`src/rtl/ddr_iq_pkg.sv`:
```
package ddr_iq_pkg;

    // Static capture-timing selection
    typedef struct packed {
        logic i_first;
        logic i_on_rise;
    } iq_mode_t;

    // Which clock edge carries the leading word of a group
    typedef enum logic {
        LEAD_RISE = 1'b0,
        LEAD_FALL = 1'b1
    } lead_e;

    localparam int unsigned FILL_W    = 2;
    localparam logic [FILL_W-1:0] FILL_FULL = 2'd2;

    // The lead word sits on the rising edge exactly when the I word's
    // position and I word's edge agree (I first on rise, or Q first on rise).
    function automatic lead_e lead_of(input iq_mode_t m);
        return (m.i_first == m.i_on_rise) ? LEAD_RISE : LEAD_FALL;
    endfunction

endpackage

```
`src/rtl/ddr_iq_fall_cap.sv`:
```
module ddr_iq_fall_cap #(
    parameter int unsigned SAMPLE_W = 12
) (
    input  logic                clk,
    input  logic                rst_n,
    input  logic [SAMPLE_W-1:0] word_in,
    output logic [SAMPLE_W-1:0] word_q
);

    logic [SAMPLE_W-1:0] word_d;

    always_comb begin
        word_d = word_in;
    end

    // Falling-edge capture register; read by the rising-edge pairing stage
    always_ff @(negedge clk or negedge rst_n) begin
        if (!rst_n) begin
            word_q <= '0;
        end else begin
            word_q <= word_d;
        end
    end

endmodule

```
`src/rtl/ddr_iq_fmt.sv`:
```
module ddr_iq_fmt #(
    parameter int unsigned SAMPLE_W = 12
) (
    input  logic [SAMPLE_W-1:0] word_in,
    input  logic                twos_in,
    output logic [SAMPLE_W-1:0] word_out
);

    localparam int unsigned TOP = SAMPLE_W - 1;

    // Offset binary to two's complement: flip the top bit only
    always_comb begin
        word_out      = word_in;
        word_out[TOP] = word_in[TOP] ^ ~twos_in;
    end

endmodule

```
`src/rtl/ddr_iq_pair.sv`:
```
module ddr_iq_pair
    import ddr_iq_pkg::*;
#(
    parameter int unsigned SAMPLE_W = 12
) (
    input  logic                clk,
    input  logic                rst_n,
    input  logic [SAMPLE_W-1:0] bus_in,
    input  logic [SAMPLE_W-1:0] fall_w,
    input  iq_mode_t            mode_in,
    input  logic                twos_in,
    output logic [SAMPLE_W-1:0] i_out,
    output logic [SAMPLE_W-1:0] q_out,
    output logic                valid_out
);

    localparam int unsigned LANES = 2;   // lane 0 = I, lane 1 = Q

    typedef struct packed {
        logic [SAMPLE_W-1:0] rise_w;    // word from the last rising edge
        logic [SAMPLE_W-1:0] fall_old;  // falling word before rise_w
        iq_mode_t            mode;      // mode seen at the last edge
        logic [FILL_W-1:0]   fill;      // edges since reset, saturating
        logic [SAMPLE_W-1:0] i_w;
        logic [SAMPLE_W-1:0] q_w;
        logic                vld;
    } pair_st_t;

    pair_st_t st_d, st_q;

    logic [LANES-1:0][SAMPLE_W-1:0] raw_w;
    logic [LANES-1:0][SAMPLE_W-1:0] cooked_w;
    logic [SAMPLE_W-1:0]            lead_w;
    logic [SAMPLE_W-1:0]            trail_w;

    // Group selection from the held rising word and the two falling words
    always_comb begin
        if (lead_of(mode_in) == LEAD_RISE) begin
            lead_w  = st_q.rise_w;
            trail_w = fall_w;
        end else begin
            lead_w  = st_q.fall_old;
            trail_w = st_q.rise_w;
        end
        raw_w[0] = mode_in.i_first ? lead_w  : trail_w;
        raw_w[1] = mode_in.i_first ? trail_w : lead_w;
    end

    for (genvar g = 0; g < LANES; g++) begin : g_lane
        ddr_iq_fmt #(
            .SAMPLE_W (SAMPLE_W)
        ) u_fmt (
            .word_in  (raw_w[g]),
            .twos_in  (twos_in),
            .word_out (cooked_w[g])
        );
    end

    always_comb begin
        st_d          = st_q;
        st_d.rise_w   = bus_in;
        st_d.fall_old = fall_w;
        st_d.mode     = mode_in;
        st_d.fill     = (st_q.fill == FILL_FULL) ? FILL_FULL
                                                 : st_q.fill + {{(FILL_W-1){1'b0}}, 1'b1};
        st_d.vld      = (st_q.fill == FILL_FULL) && (mode_in == st_q.mode);
        if (st_d.vld) begin
            st_d.i_w = cooked_w[0];
            st_d.q_w = cooked_w[1];
        end
    end

    always_ff @(posedge clk or negedge rst_n) begin
        if (!rst_n) begin
            st_q <= '0;
        end else begin
            st_q <= st_d;
        end
    end

    assign i_out     = st_q.i_w;
    assign q_out     = st_q.q_w;
    assign valid_out = st_q.vld;

endmodule

```
`src/rtl/ddr_iq_deint.sv`:
```
module ddr_iq_deint
    import ddr_iq_pkg::*;
#(
    parameter int unsigned SAMPLE_W = 12
) (
    input  logic                clk,
    input  logic                rst_n,
    input  logic [SAMPLE_W-1:0] bus_in,
    input  logic                i_first,
    input  logic                i_on_rise,
    input  logic                twos_in,
    output logic [SAMPLE_W-1:0] i_out,
    output logic [SAMPLE_W-1:0] q_out,
    output logic                valid_out
);

    if (!(SAMPLE_W == 8 || SAMPLE_W == 10 || SAMPLE_W == 12 || SAMPLE_W == 14)) begin : g_bad_width
        $error("ddr_iq_deint: SAMPLE_W must be 8, 10, 12 or 14");
    end

    iq_mode_t            mode_in;
    logic [SAMPLE_W-1:0] fall_w;

    always_comb begin
        mode_in.i_first   = i_first;
        mode_in.i_on_rise = i_on_rise;
    end

    ddr_iq_fall_cap #(
        .SAMPLE_W (SAMPLE_W)
    ) u_fall (
        .clk     (clk),
        .rst_n   (rst_n),
        .word_in (bus_in),
        .word_q  (fall_w)
    );

    ddr_iq_pair #(
        .SAMPLE_W (SAMPLE_W)
    ) u_pair (
        .clk       (clk),
        .rst_n     (rst_n),
        .bus_in    (bus_in),
        .fall_w    (fall_w),
        .mode_in   (mode_in),
        .twos_in   (twos_in),
        .i_out     (i_out),
        .q_out     (q_out),
        .valid_out (valid_out)
    );

endmodule

```
`config.mk`:
```
export PLATFORM = sky130hd
export DESIGN_NAME = ddr_iq_deint
export DESIGN_NICKNAME = d
export VERILOG_FILES = /design/src/rtl/ddr_iq_pkg.sv /design/src/rtl/ddr_iq_fall_cap.sv /design/src/rtl/ddr_iq_fmt.sv /design/src/rtl/ddr_iq_pair.sv /design/src/rtl/ddr_iq_deint.sv
export SDC_FILE = /design/constraint.sdc
export NUM_CORES = 1
export LEC_CHECK = 0
export CORE_ASPECT_RATIO = 2
export CORE_MARGIN = 10
export CORE_UTILIZATION = 57
export CTS_CLUSTER_DIAMETER = 60
export CTS_CLUSTER_SIZE = 8
export DETAILED_ROUTE_END_ITERATION = 6
export PLACE_DENSITY = 0.91
export SYNTH_ARGS = -nofsm -noshare
export SYNTH_HDL_FRONTEND = slang
export SYNTH_SLANG_ARGS = --single-unit
```
`constraint.sdc`:
```
create_clock -name clk -period 3.18 [get_ports clk]
set_input_delay 0.318 -clock clk [delete_from_list [all_inputs] [get_ports clk]]
set_output_delay 0.318 -clock clk [all_outputs]
set_load 0.1 [all_outputs]
```
==> results.yml, run 1 <==
outcome:
  status: "finished clean"
worst_setup_path:
  crit_chain: "mux2i_1 > mux2i_1 > o41ai_1"
  slowest_stage: "dfrtn_1"
  end_kind: "register"
  timing.critical_path.buf_inv: 0
  crit_arrival_ps: 2910
  cp-start-kind: "register"
  crit_required_ps: 3400
  path_delay_family: "flip-flops"
  critPathKind: "reg2reg"
  cpMostUsedCell: "mux2i_1"
  crit_fanout: 3
  cpPeakStageDelay_ps: 420
  r2r_slack_ps: 480
final_layout:
  drive_above_1_share_pct: 18.3
  diodes: 0
  final_nets: 255
  finalInstanceArea_sq_um: 3260
  seq_area_sq_um: 1630
  num-fill-cells: 356
  layout-area-overhead-vs-synth_pct: 15.7
  multi_input_area_sq_um: 900
clock_tree:
  ctsHtreeMaxLevel: 3
  cts_setup_buffers: 0
  cts_buffers: 9
  clk_pin_slew_ps: 60
  clk_path_buf_depth: 2
  cts_tree: "done"
  clk_latency_ps: 330
  cts_root_buf: "clkbuf_8"
  cts_resized: 0
  clock_sinks: 65
routing:
  vias: 1590
  drt_iter0_markers: 44
  drc: 0
  ant_nets: 0
  routed_via_density: 5.34
  finalWirelength_microns: 4780
  dr.pass1.iters: 4
  routedWlPerCell_microns: 16.0
logic_synthesis:
  synth.net_count: 232
  yosys.area.top_type_share_pct: 47.1
  synth_top_flop_cell: "dfrtp_1"
  mappedNetlistArea_sq_um: 2820
  ys_types: 26
  synth_edf_count: 0
  synth_top_cell_by_area: "dfrtp_1"
  synthCells: 213
  async_flop_share_pct: 100
  ys_warn_count: 0
  synth-seq-area-share_pct: 57.8
  synth_area_leaders: "dfrtp_1 (47%), dfrtn_1 (11%), mux2_4 (10%), mux2i_1 (8.9%), buf_4 (6.4%)"
  synth-seq-cells: 65
  syn_area_per_cell_sq_um: 13.2
pwr:
  vdd_drop_max_uv: 656
  leakagePower_nw: 1.51
  switchingPower_mw: 1.13
  power-per-cell-area_nw_per_um2: 834
  seq_power_share_pct: 37.0
  switching_share_pct: 41.6
  p_int_mw: 1.59
  p_clk_share_pct: 23.2
  p_comb_share_pct: 39.9
timing:
  relSlewSlack_pct: 33.8
  setup-violations-final: 0
  rsz0062_at_grt: "no"
  setup_tns_ps: 0
  clock_skew_ps: 15.6
  finalHoldViolations: 0
  final_max_slew_viol_count: 0
  worst_pin_slew_ps: 990
grt:
  grt_antenna_before_repair: 0
  grtUsageMet3_pct: 4.49
  grt_pass1_vias: 1690
  grt_pass1_wl_microns: 8200
  grt-ovfl-total: 0
  grt.busiest_layer: "met2"
  grt_usage_pct: 12.2
  use_met1_pct: 13.9
  grt_max_degree: 54
  grt_util_met2_pct: 19.2
floorplan:
  dieWidth_microns: 69.7
  core_sq_um: 4820
  dieArea_sq_um: 8320
  die_height_microns: 119
  fp-row-count: 36
  ioPinCount: 42
  start_util_pct: 58.4
placed_design:
  place_hpwl_microns: 3280
  port_buffers: 41
  gp_congestion: 0.753
  placed_cell_area_sq_um: 3070
hold_path:
  hold_path.class: "in2reg"
job:
  drv_cap: 0
layout by cell type (no fill, tap or decap):
cell type / count
dfrtp_1: 53
clkdlybuf4s50_1: 38
mux2i_1: 25
mux2_4: 19
nand2_1: 13
clkbuf_8: 12
dfrtn_1: 12
nor2_1: 11
a21oi_1: 11
o21ai_0: 11
inv_1: 4
clkbuf_1: 4
buf_4: 4
mux2_2: 3
o31ai_1: 3
buf_2: 3
xor2_1: 2
nor3b_1: 2
ha_1: 2
or3_4: 1
inv_6: 1
nand2b_1: 1
o41ai_1: 1
o211a_1: 1
nor2b_1: 1
a211oi_1: 1
dlygate4sd3_1: 1
buf_12: 1
worst register-to-register path: stages, from the launching register on:
cell	delay, ps
dfrtn_1	420
mux2i_1	90
mux2i_1	140
o41ai_1	350
metal layers:
metal | wire (microns) | up-vias
met5 | 0 | -
met4 | 102 | 0
met3 | 260 | 8
met2 | 2490 | 44
met1 | 1930 | 790
li1 | - | 748
per-stage QoR:
step / worst slack [ps] / cells / utilization [%] / hold WS (ps) / power [mW]
2_1_floorplan: 587 / 213 / - / 22.4 / 1.99
3_3_place_gp: 556 / 281 / 63.6 / 298 / 2.09
3_5_place_dp: 464 / 281 / 63.6 / 310 / 2.11
4_1_cts: 474 / 298 / 67.6 / 442 / 2.75
5_1_grt: 445 / 298 / 67.6 / 442 / 2.82
6_report: 484 / 298 / 67.6 / 453 / 2.72
area by class of cell:
type                    count  area share, %
flip-flops and latches     65           49.9
inverters                   5          0.730
well taps                  57           2.19
multi-input cells         108           27.6
clock buffers              16           5.53
repair buffers             47           14.0
registers in the layout (all words and copies together) (netlist names):
| register | count |
|---|---|
| u_pair.q_out | 12 |
| u_pair.st_q | 28 |
| u_pair.i_out | 12 |
| u_pair.valid_out | 1 |
| u_fall.word_q | 12 |
cells by family after synthesis:
| kind of cell | Yosys count | synth area share (%) |
|---|---|---|
| compound gates | 28 | 5.64 |
| xor+xnor | 2 | 0.622 |
| fa+ha+maj | 2 | 0.889 |
| buf+inv | 40 | 10.3 |
| flops | 65 | 57.8 |
| mux | 47 | 20.2 |
| simple gates | 29 | 4.58 |
repair_timing:
action                                  in CTS  in global routing
hold endpoints to repair                    27                  0
hold buffers                                 1                  0
endpoints found under the setup margin       0                  0
cell usage after synthesis, types with 2 or more instances:
| cell | instances |
|---|---|
| nor2_1 | 11 |
| o31ai_1 | 3 |
| mux2i_1 | 25 |
| mux2_2 | 3 |
| clkbuf_1 | 5 |
| buf_12 | 2 |
| buf_2 | 3 |
| nor3b_1 | 2 |
| nand2_1 | 13 |
| xor2_1 | 2 |
| dfrtp_1 | 53 |
| buf_4 | 24 |
| mux2_4 | 19 |
| dfrtn_1 | 12 |
| inv_1 | 4 |
| a21oi_1 | 11 |
| ha_1 | 2 |
| o21ai_0 | 11 |
power groups by stage:
stage / sequential, mW / combinational [mW] / clock (mW)
2_1_floorplan: 1.01 / 0.979 / 0
3_3_place_gp: 1.01 / 1.08 / 0
3_5_place_dp: 1.02 / 1.09 / 0
4_1_cts: 1.01 / 1.09 / 0.648
5_1_grt: 1.02 / 1.12 / 0.684
6_report: 1.00 / 1.08 / 0.629
worst paths after layout:
check	start	end	cells after the start
max	u_fall.word_q[11]	u_pair.q_out[11]	3
min	bus_in[11]	u_pair.st_q[52]	1
max reg2reg	u_fall.word_q[11]	u_pair.q_out[11]	3
min reg2reg	u_pair.i_out[5]	u_pair.i_out[5]	1
max in group asynchronous	rst_n	u_fall.word_q[8]	3
min in group asynchronous	rst_n	u_pair.st_q[45]	3
(Power assumes the default switching activity.)
==> inputs of run 2 (changes only) <==
--- a/config.mk
+++ b/config.mk
@@ -7,11 +7,11 @@
 export LEC_CHECK = 0
 export CORE_ASPECT_RATIO = 2
 export CORE_MARGIN = 10
-export CORE_UTILIZATION = 57
+export CORE_UTILIZATION = 53
 export CTS_CLUSTER_DIAMETER = 60
 export CTS_CLUSTER_SIZE = 8
 export DETAILED_ROUTE_END_ITERATION = 6
-export PLACE_DENSITY = 0.91
+export PLACE_DENSITY = 0.86
 export SYNTH_ARGS = -nofsm -noshare
 export SYNTH_HDL_FRONTEND = slang
 export SYNTH_SLANG_ARGS = --single-unit
==> constraint.sdc (replaced) <==
create_clock -name clk -period 2.75 [get_ports clk]
set_input_delay 0.275 -clock clk [delete_from_list [all_inputs] [get_ports clk]]
set_output_delay 0.275 -clock clk [all_outputs]
set_load 0.1 [all_outputs]
==> results.yml, run 2 (synthesis results as in run 1) <==
pwr:
  vdd_drop_max_uv: 774
  power-per-cell-area_nw_per_um2: 1010
  leakagePower_nw: 1.55
clock_tree:
  cts_buffers: 9
  clk_latency_ps: 340
  cts_root_buf: "clkbuf_8"
  ctsHtreeMaxLevel: 3
  clk_pin_slew_ps: 70
  cts_setup_buffers: 0
  clk_path_buf_depth: 2
  cts_tree: "done"
  clock_sinks: 65
grt:
  grt_max_degree: 66
  grt_pass1_vias: 1575
  grt_antenna_before_repair: 0
  grt_usage_pct: 10.8
  grt_pass1_wl_microns: 7360
  grt-ovfl-total: 0
routing:
  vias: 1538
  drc: 0
  drt_iter0_markers: 44
  finalWirelength_microns: 4530
  routedWlPerCell_microns: 15.3
  ant_nets: 0
  routed_via_density: 5.18
  dr.pass1.iters: 4
  top_layer_used: "met4"
  dr_wl_met2_microns: 2400
  wl_met3_microns: 300
  wl_met1_microns: 1720
final_layout:
  final_nets: 253
  diodes: 0
  largest_reg_flops: 28
  multi_input_area_sq_um: 900
  num-fill-cells: 393
  seq_area_sq_um: 1630
  drive_above_1_share_pct: 29.3
  final_cells: 297
  layout-area-overhead-vs-synth_pct: 14.4
  layout_commonest_cell: "dfrtp_1"
  largest_register: "u_pair.st_q"
  fin_util_pct: 62.7
  final_cell_mix: "dfrtp_1 (53), buf_4 (27), mux2i_1 (25)"
floorplan:
  ioPinCount: 42
  fp-row-count: 37
  dieArea_sq_um: 8800
  die_height_microns: 123
  core_sq_um: 5140
  dieWidth_microns: 71.5
  start_util_pct: 54.8
timing:
  worst_pin_slew_ps: 454
  final_max_slew_viol_count: 0
  setup_tns_ps: 0
  clock_skew_ps: 16.1
  relSlewSlack_pct: 69.8
  whs_ps: 397
  finalHoldViolations: 0
  rsz0062_at_grt: "no"
  layout_setup_ws_ps: 248
  setup-violations-final: 0
outcome:
  status: "finished clean"
worst_setup_path:
  critPathKind: "reg2reg"
  end_kind: "register"
  path_delay_family: "flip-flops"
  cpMostUsedCell: "mux2i_1"
  cp-start-kind: "register"
  crit_fanout: 3
  slowest_stage: "dfrtn_1"
  crit_chain: "mux2i_1 > mux2i_1 > o41ai_1"
  crit_arrival_ps: 2720
  crit_required_ps: 2970
  timing.critical_path.buf_inv: 0
  cpPeakStageDelay_ps: 440
  r2r_start: "u_fall.word_q[11]"
  critPathLaunch: "u_fall.word_q[11]"
placed_design:
  dp.cells: 280
  place_ws_ps: 265
  port_buffers: 41
  gp_congestion: 0.736
  place_hpwl_microns: 3100
hold_path:
  hold_path.class: "in2reg"
  hp-start: "bus_in[5]"
job:
  drv_cap: 0
[run 2: cell types whose count changed in the layout (fill, tap and decap cells not counted)]
cell | previous run | this run
clkdlybuf4s50_1 | 38 | 13
buf_4 | 4 | 27
clkbuf_1 | 4 | 1
bufinv_16 | 0 | 2
clkbuf_8 | 12 | 10
clkinv_2 | 0 | 2
clkinv_4 | 0 | 1
[run 2: per-stage QoR]
step           power [mW]  instance area, sq um
6_report             3.26                  3220
5_1_grt              3.37                  3220
4_1_cts              3.29                  3220
3_5_place_dp         2.40                  2990
3_3_place_gp         2.38                  2990
2_1_floorplan        2.30                  2820
[run 2: timing repair]
| action | in CTS | in global routing |
|---|---|---|
| resized for setup | 0 | 0 |
| hold buffers | 1 | 0 |
| endpoints found under the hold margin | 53 | 0 |
[run 2: path summary, 6_finish.rpt]
path                                     to  slack [ps]  cells after the start
setup / recovery           u_pair.q_out[11]         250                      3
hold / removal              u_pair.st_q[46]         400                      1
setup reg to reg           u_pair.q_out[11]         250                      3
hold reg to reg             u_pair.q_out[7]         510                      1
max in group asynchronous  u_fall.word_q[2]         700                      3
min in group asynchronous   u_pair.q_out[3]         460                      3
[run 2: cell type report]
| cell class | count | area share [%] |
|---|---|---|
| flip-flops and latches | 65 | 50.5 |
| multi-input cells | 108 | 27.9 |
| repair buffers | 45 | 11.7 |
| clock buffers | 11 | 4.39 |
| clock inverters | 5 | 2.45 |
| well taps | 58 | 2.25 |
| inverters | 5 | 0.738 |
[run 2: power by group]
part	internal (mW)	switching, mW	leakage [nW]
registers	1.09	0.0747	0.761
clock network	0.534	0.349	0.113
logic	0.308	0.904	0.672
[run 2: metal layers]
layer	track usage, %	vias to the layer above
li1	-	744
met1	10.2	750
met2	18.2	33
met3	4.97	11
met4	6.93	0
met5	0	-
[run 2: worst register-to-register path, delay by kind of cell (launching register included)]
kind           cells  cell delay (ps)
multiplexers       2              240
AO/OA/AOI/OAI      1              350
flip-flops         1              440
==> inputs of run 3 (changes only) <==
--- a/config.mk
+++ b/config.mk
@@ -11,7 +11,7 @@
 export CTS_CLUSTER_DIAMETER = 60
 export CTS_CLUSTER_SIZE = 8
 export DETAILED_ROUTE_END_ITERATION = 6
-export PLACE_DENSITY = 0.86
+export PLACE_DENSITY = 0.82
 export SYNTH_ARGS = -nofsm -noshare
 export SYNTH_HDL_FRONTEND = slang
 export SYNTH_SLANG_ARGS = --single-unit
==> results.yml, run 3 (synthesis results as in run 1) <==
clock_tree:
  ctsHtreeMaxLevel: 3
  clk_pin_slew_ps: 70
  clk_path_buf_depth: 2
  clock_sinks: 65
  clk_latency_ps: 330
  cts_tree: "done"
  hold_buffers: 1
  cts_buffers: 9
  cts_root_buf: "clkbuf_8"
  cts_resized: 0
  cts_setup_buffers: 0
final_layout:
  final_cells: 299
  final_nets: 255
  largest_register: "u_pair.st_q"
  layout_commonest_cell: "dfrtp_1"
  diodes: 0
  layout-area-overhead-vs-synth_pct: 13.5
  final_cell_mix: "dfrtp_1 (53), buf_4 (29), mux2i_1 (25)"
  largest_reg_flops: 28
  fin_util_pct: 62.2
  drive_above_1_share_pct: 29.0
grt:
  grt_pass1_wl_microns: 7910
  grt_antenna_before_repair: 0
  grt_pass1_vias: 1597
  grt_max_degree: 54
  grt-ovfl-total: 0
  grt_usage_pct: 11.6
floorplan:
  dieWidth_microns: 71.5
  core_sq_um: 5140
  dieArea_sq_um: 8800
  die_height_microns: 123
  start_util_pct: 54.8
  fp-row-count: 37
  ioPinCount: 42
pwr:
  vdd_drop_max_uv: 650
  leakagePower_nw: 1.54
  power-per-cell-area_nw_per_um2: 975
routing:
  routedWlPerCell_microns: 15.2
  routed_via_density: 5.16
  drt_iter0_markers: 74
  drc: 0
  finalWirelength_microns: 4560
  dr.pass1.iters: 4
  vias: 1542
  ant_nets: 0
worst_setup_path:
  crit_required_ps: 2950
  cp-start-kind: "register"
  critPathKind: "reg2reg"
  critPathLaunch: "u_fall.word_q[11]"
  crit_end: "u_pair.q_out[11]"
  crit_arrival_ps: 2750
  end_kind: "register"
  r2r_start: "u_fall.word_q[11]"
  reg2reg_depth: 3
  worstReg2RegEnd: "u_pair.q_out[11]"
  crit_fanout: 3
  r2r_slack_ps: 200
placed_design:
  dp.cells: 282
  port_buffers: 41
  place_hpwl_microns: 3190
  gp_congestion: 0.715
outcome:
  status: "finished clean"
timing:
  relSlewSlack_pct: 68.5
  setup_tns_ps: 0
  clock_skew_ps: 16.1
  finalHoldViolations: 0
  setup-violations-final: 0
  final_max_slew_viol_count: 0
  rsz0062_at_grt: "no"
  worst_pin_slew_ps: 473
hold_path:
  hold_path.class: "in2async"
job:
  drv_cap: 0
-- run 3: layout make-up --
cell class / count / area [sq um]
Sequential cell: 65 / 1630
Fill cell: 417 / 1940
Clock buffer: 12 / 135
Inverter: 5 / 23.8
Timing Repair Buffer: 47 / 393
Clock inverter: 4 / 45.0
Tap cell: 58 / 72.6
Multi-Input combinational cell: 108 / 900
-- run 3: power breakdown --
group / internal [mW] / leakage [nW] / switching [mW] / total [mW]
Combinational: 0.309 / 0.681 / 0.904 / 1.21
Clock: 0.415 / 0.0941 / 0.326 / 0.741
Sequential: 1.09 / 0.761 / 0.0737 / 1.16
-- run 3: how the worst min path moves through the flow --
stage | to | slack (ps) | cells after the start
global route | u_pair.i_out[11] | 350 | 2
detailed placement | u_pair.q_out[11] | 160 | 1
CTS | u_pair.i_out[11] | 330 | 2
floorplan | u_pair.i_out[0] | -20 | 0
finish | u_pair.i_out[11] | 350 | 2
global placement | u_pair.q_out[11] | 160 | 1
-- run 3: metrics by stage --
stage / setup WS [ps] / cell area [sq um] / total power [mW] / hold slack, ps
floorplan: 372 / 2820 / 2.30 / -20.6
global placement: 330 / 3010 / 2.39 / 163
detailed placement: 199 / 3010 / 2.41 / 164
CTS: 165 / 3200 / 3.16 / 329
global route: 79.7 / 3200 / 3.26 / 352
finish: 196 / 3200 / 3.11 / 346
-- run 3: worst max-delay path, cell delays in order, from the launching register on --
cell and delay (ps):
dfrtn_1 430, mux2i_1 90, mux2i_1 140, o41ai_1 400
-- run 3: layer usage --
metal  GRT usage [%]  share of wire, %  up-vias
li1                -                 -      742
met3            4.41               6.5        7
met2            18.0                50       29
met4            7.66               2.7        0
met5               0                 0        -
met1            12.8                41      764
